[config.mk]
export PLATFORM = sky130hd
export DESIGN_NAME = segdisp_i2c_core
export DESIGN_NICKNAME = d
export VERILOG_FILES = /design/src/rtl/segdisp_pkg.sv /design/src/rtl/segdisp_line_sync.sv /design/src/rtl/segdisp_byte_engine.sv /design/src/rtl/segdisp_seg_store.sv /design/src/rtl/segdisp_i2c_core.sv
export SDC_FILE = /design/constraint.sdc
export NUM_CORES = 1
export LEC_CHECK = 0
export BUFFER_PORTS_ARGS = -buffer_cell sky130_fd_sc_hd__buf_2
export CAP_MARGIN = 40
export CORE_MARGIN = 2
export CORE_UTILIZATION = 57
export DETAILED_ROUTE_END_ITERATION = 8
export GPL_ROUTABILITY_DRIVEN = 0
export GPL_TIMING_DRIVEN = 0
export HOLD_SLACK_MARGIN = 0.05
export PLACE_DENSITY_LB_ADDON = 0.25
export REMOVE_ABC_BUFFERS = 1
export SLEW_MARGIN = 40
export SYNTH_ARGS = -nofsm -noshare
export SYNTH_HDL_FRONTEND = slang
export SYNTH_SLANG_ARGS = --single-unit
[constraint.sdc]
create_clock -name clk -period 3.2 [get_ports clk]
set_input_delay 0.64 -clock clk [delete_from_list [all_inputs] [get_ports clk]]
set_output_delay 0.64 -clock clk [all_outputs]
set_load 0.05 [all_outputs]
[src/rtl/segdisp_pkg.sv]
`timescale 1ns/1ps
package segdisp_pkg;
    localparam int SEG_BYTE_W  = 8;
    localparam int SBR_COUNT   = 8;
    localparam int SBR_IDX_W   = $clog2(SBR_COUNT);
    localparam int SUB_W       = 3;
    localparam int VEC_W       = SBR_IDX_W + SUB_W;
    localparam int SEGS_PER_BP = SEG_BYTE_W * SBR_COUNT / 2;
    localparam int BIT_CNT_W   = $clog2(SEG_BYTE_W + 1);
    localparam logic [6:0] DEV_ADDR = 7'b0111010;

    typedef enum logic [1:0] {RX_IDLE, RX_ADDR, RX_CTRL, RX_DATA} rx_state_e;
    typedef enum logic {DRV_SINGLE = 1'b0, DRV_DUAL = 1'b1} drive_mode_e;

    // control byte layout: mode at bit 7, bank at bit 6, pointer below
    typedef struct packed {
        drive_mode_e      mode;
        logic             bank;
        logic [VEC_W-1:0] vec;
    } ctrl_word_t;

    typedef struct packed {
        logic scl_rise;
        logic scl_fall;
        logic start;
        logic stop;
        logic sda;
    } bus_evt_t;

    typedef struct packed {
        logic                  en;
        logic [SBR_IDX_W-1:0]  idx;
        logic [SEG_BYTE_W-1:0] data;
    } sbr_wr_t;

    function automatic logic [VEC_W-1:0] vec_advance(input logic [VEC_W-1:0] v,
                                                     input drive_mode_e m);
        return v + ((m == DRV_DUAL) ? VEC_W'(1) : VEC_W'(2));
    endfunction

    function automatic logic dev_selected(input logic [VEC_W-1:0] v,
                                          input drive_mode_e m,
                                          input logic [SUB_W-1:0] sub);
        logic [SUB_W-1:0] hi;
        hi = v[VEC_W-1:SBR_IDX_W];
        if (m == DRV_DUAL) return hi[SUB_W-2:0] == sub[SUB_W-2:0];
        return hi == sub;
    endfunction
endpackage

[src/rtl/segdisp_line_sync.sv]
`timescale 1ns/1ps
module segdisp_line_sync
    import segdisp_pkg::*;
#(
    parameter int SYNC_STAGES = 2
) (
    input  logic     clk,
    input  logic     rst,
    input  logic     scl_i,
    input  logic     sda_i,
    output bus_evt_t evt_o
);
    logic [SYNC_STAGES-1:0] scl_sh, sda_sh;
    logic scl_d, sda_d, scl_s, sda_s;

    assign scl_s = scl_sh[SYNC_STAGES-1];
    assign sda_s = sda_sh[SYNC_STAGES-1];

    always_ff @(posedge clk) begin
        if (rst) begin
            scl_sh <= '1;
            sda_sh <= '1;
            scl_d  <= 1'b1;
            sda_d  <= 1'b1;
        end else begin
            scl_sh <= {scl_sh[SYNC_STAGES-2:0], scl_i};
            sda_sh <= {sda_sh[SYNC_STAGES-2:0], sda_i};
            scl_d  <= scl_s;
            sda_d  <= sda_s;
        end
    end

    always_comb begin
        evt_o.scl_rise = scl_s & ~scl_d;
        evt_o.scl_fall = ~scl_s & scl_d;
        evt_o.start    = scl_s & scl_d & sda_d & ~sda_s;
        evt_o.stop     = scl_s & scl_d & ~sda_d & sda_s;
        evt_o.sda      = sda_s;
    end
endmodule

[src/rtl/segdisp_byte_engine.sv]
`timescale 1ns/1ps
module segdisp_byte_engine
    import segdisp_pkg::*;
(
    input  logic             clk,
    input  logic             rst,
    input  bus_evt_t         evt_i,
    input  logic [SUB_W-1:0] sub_i,
    output sbr_wr_t          wr_o,
    output drive_mode_e      mode_o,
    output logic             bank_o,
    output logic             sda_oe_o
);
    localparam logic [BIT_CNT_W-1:0] LAST_BIT = BIT_CNT_W'(SEG_BYTE_W - 1);

    rx_state_e             state_q;
    logic [SEG_BYTE_W-2:0] shift_q;
    logic [BIT_CNT_W-1:0]  bitcnt_q;
    logic                  byte_done_q, ack_pend_q, in_ack_q, sda_oe_q;
    logic [VEC_W-1:0]      vec_q;
    drive_mode_e           mode_q;
    logic                  bank_q;
    sbr_wr_t               wr_q;

    logic [SEG_BYTE_W-1:0] byte_w;
    ctrl_word_t            ctrl_w;
    logic                  bit_edge, last_bit, sel_now, ctrl_sel;

    assign byte_w   = {shift_q, evt_i.sda};
    assign ctrl_w   = ctrl_word_t'(byte_w);
    assign bit_edge = evt_i.scl_rise && (state_q != RX_IDLE) && !in_ack_q && !byte_done_q;
    assign last_bit = bit_edge && (bitcnt_q == LAST_BIT);
    assign sel_now  = dev_selected(vec_q, mode_q, sub_i);
    assign ctrl_sel = dev_selected(ctrl_w.vec, ctrl_w.mode, sub_i);

    always_ff @(posedge clk) begin
        if (rst) begin
            state_q     <= RX_IDLE;
            shift_q     <= '0;
            bitcnt_q    <= '0;
            byte_done_q <= 1'b0;
            ack_pend_q  <= 1'b0;
            in_ack_q    <= 1'b0;
            sda_oe_q    <= 1'b0;
            vec_q       <= '0;
            mode_q      <= DRV_SINGLE;
            bank_q      <= 1'b0;
            wr_q        <= '0;
        end else begin
            wr_q.en <= 1'b0;
            if (evt_i.start) begin
                state_q     <= RX_ADDR;
                bitcnt_q    <= '0;
                byte_done_q <= 1'b0;
                in_ack_q    <= 1'b0;
                sda_oe_q    <= 1'b0;
            end else if (evt_i.stop) begin
                state_q     <= RX_IDLE;
                bitcnt_q    <= '0;
                byte_done_q <= 1'b0;
                in_ack_q    <= 1'b0;
                sda_oe_q    <= 1'b0;
            end else begin
                if (bit_edge) begin
                    shift_q  <= {shift_q[SEG_BYTE_W-3:0], evt_i.sda};
                    bitcnt_q <= bitcnt_q + 1'b1;
                end
                if (last_bit) begin
                    byte_done_q <= 1'b1;
                    case (state_q)
                        RX_ADDR: begin
                            if (byte_w == {DEV_ADDR, 1'b0}) begin
                                ack_pend_q <= 1'b1;
                                state_q    <= RX_CTRL;
                            end else begin
                                ack_pend_q <= 1'b0;
                                state_q    <= RX_IDLE;
                            end
                        end
                        RX_CTRL: begin
                            ack_pend_q <= 1'b1;
                            mode_q     <= ctrl_w.mode;
                            vec_q      <= ctrl_w.vec;
                            if (ctrl_sel) bank_q <= ctrl_w.bank;
                            state_q    <= RX_DATA;
                        end
                        RX_DATA: begin
                            ack_pend_q <= sel_now;
                            if (sel_now) begin
                                wr_q.en   <= 1'b1;
                                wr_q.idx  <= vec_q[SBR_IDX_W-1:0];
                                wr_q.data <= byte_w;
                            end
                            vec_q <= vec_advance(vec_q, mode_q);
                        end
                        default: ack_pend_q <= 1'b0;
                    endcase
                end
                if (evt_i.scl_fall) begin
                    if (byte_done_q) begin
                        sda_oe_q    <= ack_pend_q;
                        in_ack_q    <= 1'b1;
                        byte_done_q <= 1'b0;
                    end else if (in_ack_q) begin
                        sda_oe_q <= 1'b0;
                        in_ack_q <= 1'b0;
                        bitcnt_q <= '0;
                    end
                end
            end
        end
    end

    assign wr_o     = wr_q;
    assign mode_o   = mode_q;
    assign bank_o   = bank_q;
    assign sda_oe_o = sda_oe_q;


    start_rearm_chk: assert property (@(posedge clk) disable iff (rst)
        evt_i.start |=> (state_q == RX_ADDR && bitcnt_q == '0 && !sda_oe_q));


    ack_on_fall_chk: assert property (@(posedge clk) disable iff (rst)
        $rose(sda_oe_q) |-> $past(evt_i.scl_fall));


    vec_step_chk: assert property (@(posedge clk) disable iff (rst)
        (last_bit && state_q == RX_DATA) |=> (vec_q == vec_advance($past(vec_q), $past(mode_q))));


    idle_quiet_chk: assert property (@(posedge clk) disable iff (rst)
        (state_q == RX_IDLE && !in_ack_q) |-> !sda_oe_q);
endmodule

[src/rtl/segdisp_seg_store.sv]
`timescale 1ns/1ps
module segdisp_seg_store
    import segdisp_pkg::*;
(
    input  logic                            clk,
    input  logic                            rst,
    input  sbr_wr_t                         wr_i,
    input  drive_mode_e                     mode_i,
    input  logic                            bank_i,
    output logic [SBR_COUNT*SEG_BYTE_W-1:0] regs_o,
    output logic [SEGS_PER_BP-1:0]          bp1_o,
    output logic [SEGS_PER_BP-1:0]          bp2_o
);
    logic [SEG_BYTE_W-1:0] sbr_q [SBR_COUNT];

    always_ff @(posedge clk) begin
        for (int i = 0; i < SBR_COUNT; i++) begin
            if (rst) sbr_q[i] <= '0;
            else if (wr_i.en && wr_i.idx == SBR_IDX_W'(i)) sbr_q[i] <= wr_i.data;
        end
    end

    for (genvar i = 0; i < SBR_COUNT; i++) begin : g_pack
        assign regs_o[i*SEG_BYTE_W +: SEG_BYTE_W] = sbr_q[i];
    end

    for (genvar k = 0; k < SBR_COUNT / 2; k++) begin : g_mux
        assign bp1_o[k*SEG_BYTE_W +: SEG_BYTE_W] =
            (mode_i == DRV_DUAL) ? sbr_q[2*k] : (bank_i ? sbr_q[2*k+1] : sbr_q[2*k]);
        assign bp2_o[k*SEG_BYTE_W +: SEG_BYTE_W] =
            (mode_i == DRV_DUAL) ? sbr_q[2*k+1] : '0;
    end


    sbr_write_chk: assert property (@(posedge clk) disable iff (rst)
        wr_i.en |=> (sbr_q[$past(wr_i.idx)] == $past(wr_i.data)));


    reset_clear_chk: assert property (@(posedge clk)
        rst |=> (regs_o == '0));
endmodule

[src/rtl/segdisp_i2c_core.sv]
`timescale 1ns/1ps
module segdisp_i2c_core
    import segdisp_pkg::*;
#(
    parameter int SYNC_STAGES = 2
) (
    input  logic                            clk,
    input  logic                            rst,
    input  logic                            scl_i,
    input  logic                            sda_i,
    input  logic [SUB_W-1:0]                sub_addr_i,
    output logic                            sda_oe_o,
    output logic                            mode_o,
    output logic                            bank_o,
    output logic [SBR_COUNT*SEG_BYTE_W-1:0] sbr_o,
    output logic [SEGS_PER_BP-1:0]          seg_bp1_o,
    output logic [SEGS_PER_BP-1:0]          seg_bp2_o
);
    bus_evt_t    evt;
    sbr_wr_t     wr;
    drive_mode_e mode_w;
    logic        bank_w;

    segdisp_line_sync #(.SYNC_STAGES(SYNC_STAGES)) u_sync (
        .clk   (clk),
        .rst   (rst),
        .scl_i (scl_i),
        .sda_i (sda_i),
        .evt_o (evt)
    );

    segdisp_byte_engine u_engine (
        .clk      (clk),
        .rst      (rst),
        .evt_i    (evt),
        .sub_i    (sub_addr_i),
        .wr_o     (wr),
        .mode_o   (mode_w),
        .bank_o   (bank_w),
        .sda_oe_o (sda_oe_o)
    );

    segdisp_seg_store u_store (
        .clk    (clk),
        .rst    (rst),
        .wr_i   (wr),
        .mode_i (mode_w),
        .bank_i (bank_w),
        .regs_o (sbr_o),
        .bp1_o  (seg_bp1_o),
        .bp2_o  (seg_bp2_o)
    );

    assign mode_o = (mode_w == DRV_DUAL);
    assign bank_o = bank_w;


    reset_quiet_chk: assert property (@(posedge clk)
        rst |=> (!sda_oe_o && !mode_o && !bank_o));
endmodule

; ---- Word-level counts from Yosys, hierarchy flattened
; Memory sizes are Yosys's and may differ from the RTL's.
; Cells that the tools add are included.
[totals]
wordCells = 164
inputBits = 7
regBits = 43
output_inout_bits = 131
ramBits = 64
mem_count = 1
[op_classes]
n_addsub = 2
n_eq_ne = 16
n_reduce_logical = 32
n_bitwise = 23
n_mux = 72
[mem_list]
columns = name, words, width, rd, rd_clocked_by_memory_dff, wr, line
row1 = u_store.sbr_q, 8, 8, 8, 0, 8, segdisp_seg_store.sv:14  ; logic [SEG_BYTE_W-1:0] sbr_q [SBR_COUNT];
[op_table]
columns = cell, n
row1 = 2-to-1 mux 8 bit, 20
row2 = 2-to-1 mux 1 bit, 42
row3 = 2-to-1 mux 4 bit, 4
row4 = equality test 3 bit (second input constant), 4
row5 = logical AND 1 bit, 12
row6 = 2-to-1 mux 12 bit, 1
row7 = one-hot mux 6 bit (2 select lines), 1
row8 = AND reduction 5 bit, 2
row9 = equality test 8 x 7 -> 1 bit (second input constant), 1
row10 = inverter 1 bit, 8
row11 = OR 1 bit, 8
row12 = AND reduction 4 bit, 2
row13 = nonzero test 2 bit, 4
row14 = AND 1 bit, 7
row15 = adder 6 bit, 1
row16 = equality test 3 x 2 -> 1 bit (second input constant), 2
row17 = equality test 3 bit, 2
row18 = AND reduction 2 bit, 3
row19 = AND reduction 3 bit, 2
row20 = OR reduction 5 bit, 1
row21 = adder 4 x 1 -> 4 bit (second input constant), 1
row22 = equality test 2 bit, 2
row23 = equality test 2 bit (second input constant), 2
row24 = equality test 4 x 3 -> 1 bit (second input constant), 1
row25 = 10 further kinds, 12

; ---- Logic depth before layout (Yosys ltp)
[logic_depth]
word_depth = 9
depth_mapped = 7
ltp_nobuf = 6

; ---- By module
; A second synthesis with hierarchy kept.
[unflattened]
cells_unflattened = 470
area_unflattened_um2 = 5123.7
[by_module_without_submodules]
columns = module, area_each_um2, cells_each, seq_area_each_um2, instances
row1 = segdisp_seg_store, 3079.2, 241, 1921.8, 1
row2 = segdisp_byte_engine, 1846.8, 212, 740.7, 1
row3 = segdisp_line_sync, 197.7, 17, 120.1, 1

; ---- Worst setup path before layout
; Ideal clock, no wire load.
[synth_timing]
path_type = reg-to-output
from = register u_engine.bank_q, in the netlist u_engine.bank_o
to = output port seg_bp1_o[24]
t_required_ns = 2.560
setup_slack_ns = 0.819
stages_incl_launch_ff = 5
path_buffers = 2
arrival_ns = 1.741
path_cell_list = dfxtp_1 > nor2b_1 > clkbuf_1 > buf_2 > mux2_1
[synth_via]
elab_chain_len = 2
[synth_rtl]
columns = item, line
row1 = start: declaration, segdisp_byte_engine.sv:22  ; logic bank_q;
row2 = start signal: assignment, segdisp_byte_engine.sv:84  ; if (ctrl_sel) bank_q <= ctrl_w.bank;
row3 = 2-to-1 mux 8 bit (2 in series), segdisp_seg_store.sv:29  ; (mode_i == DRV_DUAL) ? sbr_q[2*k] : (bank_i ? sbr_q[2*k+1] : sbr_q[2*k]);
row4 = end: declaration, segdisp_i2c_core.sv:16  ; output logic [SEGS_PER_BP-1:0] seg_bp1_o,
; Every way passes these cells.

; ---- Worst setup path after layout
[layout_timing]
from = register u_engine.mode_q, in the netlist u_engine.mode_o
to = output port seg_bp1_o[25]
[layout_via]
elab_chain_len = 1
[layout_rtl]
columns = item, line
row1 = start: declaration, segdisp_byte_engine.sv:21  ; drive_mode_e mode_q;
row2 = start signal: assignment, segdisp_byte_engine.sv:82  ; mode_q <= ctrl_w.mode;
row3 = 2-to-1 mux 8 bit, segdisp_seg_store.sv:29
; Every way passes these cells.

==> out/metrics.cfg <==
[final_layout]
fin_cells=696
utilization_pct=69.5
final_cell_mix=buf_2 (136), and2_1 (85), edfxtp_1 (64)
diodes=0
final_common_cell=buf_2
nNetsFinal=598
postLayoutCellArea_sq_um=6060
areaGrowthSynthToFinish_pct=18.7
drive_gt1_share_pct=33.7

[setup_path]
arrival_ns=2.12
reg2reg_slack_ns=1.08
worstPathRequired_ns=2.56
worst_setup_path_start_kind=register
rr_endpoint=u_engine.wr_o[7]
setup.worst_path.start=u_engine.mode_o
reg2reg_depth=4
critical_path.max_fanout=37
cp-end-kind=primary output
criticalPathCategory=reg -> out
r2r_start=u_engine.state_q[1]
endpoint=seg_bp1_o[25]

[synth]
seq_area_frac_synth_pct=54.5
yosysTopAreaCell=edfxtp_1
syn_area_sq_um=5100
syn_inst=457
synth_cell_types=49
synth-main-ff-cell=edfxtp_1
synth.area.top_cells=edfxtp_1 (38%), dfxtp_1 (17%), and2_1 (10%)
syn_area_per_cell_sq_um=11.2
synth_edf_count=64
ys_warn_count=0
async_flop_share_pct=0
synth_top_area_share_pct=37.6
ys_ff_latch=107

[power_and_ir_drop]
cellPowerDensity_nw_per_um2=450
p_leak_nw=2.43
peakVddDrop_v=0.000296
p_total_mw=2.72

[clocking]
cts-root-buf=clkbuf_8
cts_hold_buf=0
cts.sinks=107
clockBufferDepth=2
tritoncts=built
htreeDepth=3
clk_pin_slew_worst_paths_ns=0.09
cts_resized=0
cts-buffers-inserted=9
insertion_delay_ns=0.37
cts_setup_buffers=0

[global_routing]
grt_pass1_vias=3511
grt_pass1_wl_um=17000
antenna_found_initial=0
grt_overflow=0
globalRouteTotalUtil_pct=21.9
grt_max_degree=57

[timing]
setup_viol=0
rsz0062_at_grt=false
worstMarginPinSlew_ns=0.787
slew_headroom_pct=47.5
timing.final.ws_setup_ns=0.445
finalCritPeriodShare_pct=86.1
holdWs_ns=0.425
hold_viol=0
clock_skew_ns=0.00694
fin_crit_ns=2.76
maxSlewViolCount=0
max_freq_mhz=363
fin_tns_setup_ns=0

[route]
firstDrtPassIters=4
drcViolationCount=0
viasPerCell=5.43
num_vias=3782
final_antenna_net_count=0
routedWlPerCell_um=15.1
drt-total-wl_um=10500
drtIter0Drc=221

[placed_design]
postPlaceCellArea_sq_um=5860
place_ws_ns=0.830
placed_cells=680
dp_hpwl_um=7770
port_buffers=137

[die]
die_y_um=98.6
initial_core_util_pct=58.5
die_w_um=98.6
coreArea_sq_um=8720
fp-row-count=34
ios=138
die-area_sq_um=9730

[outcome]
status=finished clean

[min_path]
hold_path_class=reg -> reg

[run]
drv_cap=0

-- worst max-delay path: stages (launching register included) --
cell	delay, ns
dfxtp_2	0.52
nor2b_4	0.38
buf_8	0.25
mux2_2	0.37
buf_2	0.21
-- cell usage after synthesis, drive strengths merged, types with 3 or more instances --
master   n
nor2    46
nor2b    5
mux2i   13
inv     13
a21oi   16
or3      9
mux2    32
dfxtp   43
a31oi    5
nand3    6
buf      6
and2    85
clkbuf  17
a311oi   3
or2      6
edfxtp  64
ha       7
o21ai   15
o22ai    3
nand2b  16
nand2   10
xnor2   10
-- flip-flops by register name, summed over array words and instances, names as in the netlist --
| signal | count |
|---|---|
| u_engine.ack_pend_q | 1 |
| u_engine.bank_o | 1 |
| u_engine.bitcnt_q | 4 |
| u_engine.byte_done_q | 1 |
| u_engine.in_ack_q | 1 |
| u_engine.mode_o | 1 |
| u_engine.sda_oe_o | 1 |
| u_engine.shift_q | 7 |
| u_engine.state_q | 2 |
| u_engine.vec_q | 6 |
| u_engine.wr_o | 12 |
| u_store.sbr_q | 64 |
| u_sync.scl_d | 1 |
| u_sync.scl_sh | 2 |
| u_sync.sda_d | 1 |
| u_sync.sda_sh | 2 |
-- report_power, final --
| group | internal (mW) | switching [mW] |
|---|---|---|
| sequential | 1.50 | 0.0292 |
| clock | 0.369 | 0.460 |
| combinational | 0.0738 | 0.292 |
| total | 1.94 | 0.782 |
-- cells by family after synthesis --
family	count (synthesis)	synth area share (%)
AO/OA/AOI/OAI	56	6.79
XOR/XNOR	10	1.72
adder cells (fa/ha/maj)	8	2.11
buffers and inverters	36	2.92
flip-flops	107	54.5
multiplexers	45	9.61
AND/OR/NAND/NOR	195	22.4
-- cell type report --
cell class	count	area, sq um
Fill cell	658	2660
Multi-Input combinational cell	314	2190
Tap cell	108	135
Inverter	13	48.8
Timing Repair Buffer	138	703
Clock inverter	7	75.1
Sequential cell	107	2780
Clock buffer	9	124
-- how the worst min path moves through the flow --
stage	start	endpoint	cells after the start
final	u_sync.sda_sh[0]	u_sync.sda_sh[1]	1
after global routing	scl_i	u_sync.scl_sh[0]	2
after CTS	u_sync.sda_sh[0]	u_sync.sda_sh[1]	1
after detailed placement	u_sync.sda_sh[0]	u_sync.sda_sh[1]	1
after global placement	u_sync.sda_sh[0]	u_sync.sda_sh[1]	1
after floorplan	u_sync.scl_sh[0]	u_sync.scl_sh[1]	1
-- metal layers --
metal,wire (um),vias to the layer above,track usage [%],share of wire (%)
met3,494,16,2.77,4.7
met4,136,0,7.69,1.3
met2,5550,133,39.9,53
li1,-,1850,-,-
met5,0,-,0,0
met1,4320,1783,26.9,41
Note: power is estimated with default switching activity, not from simulation.
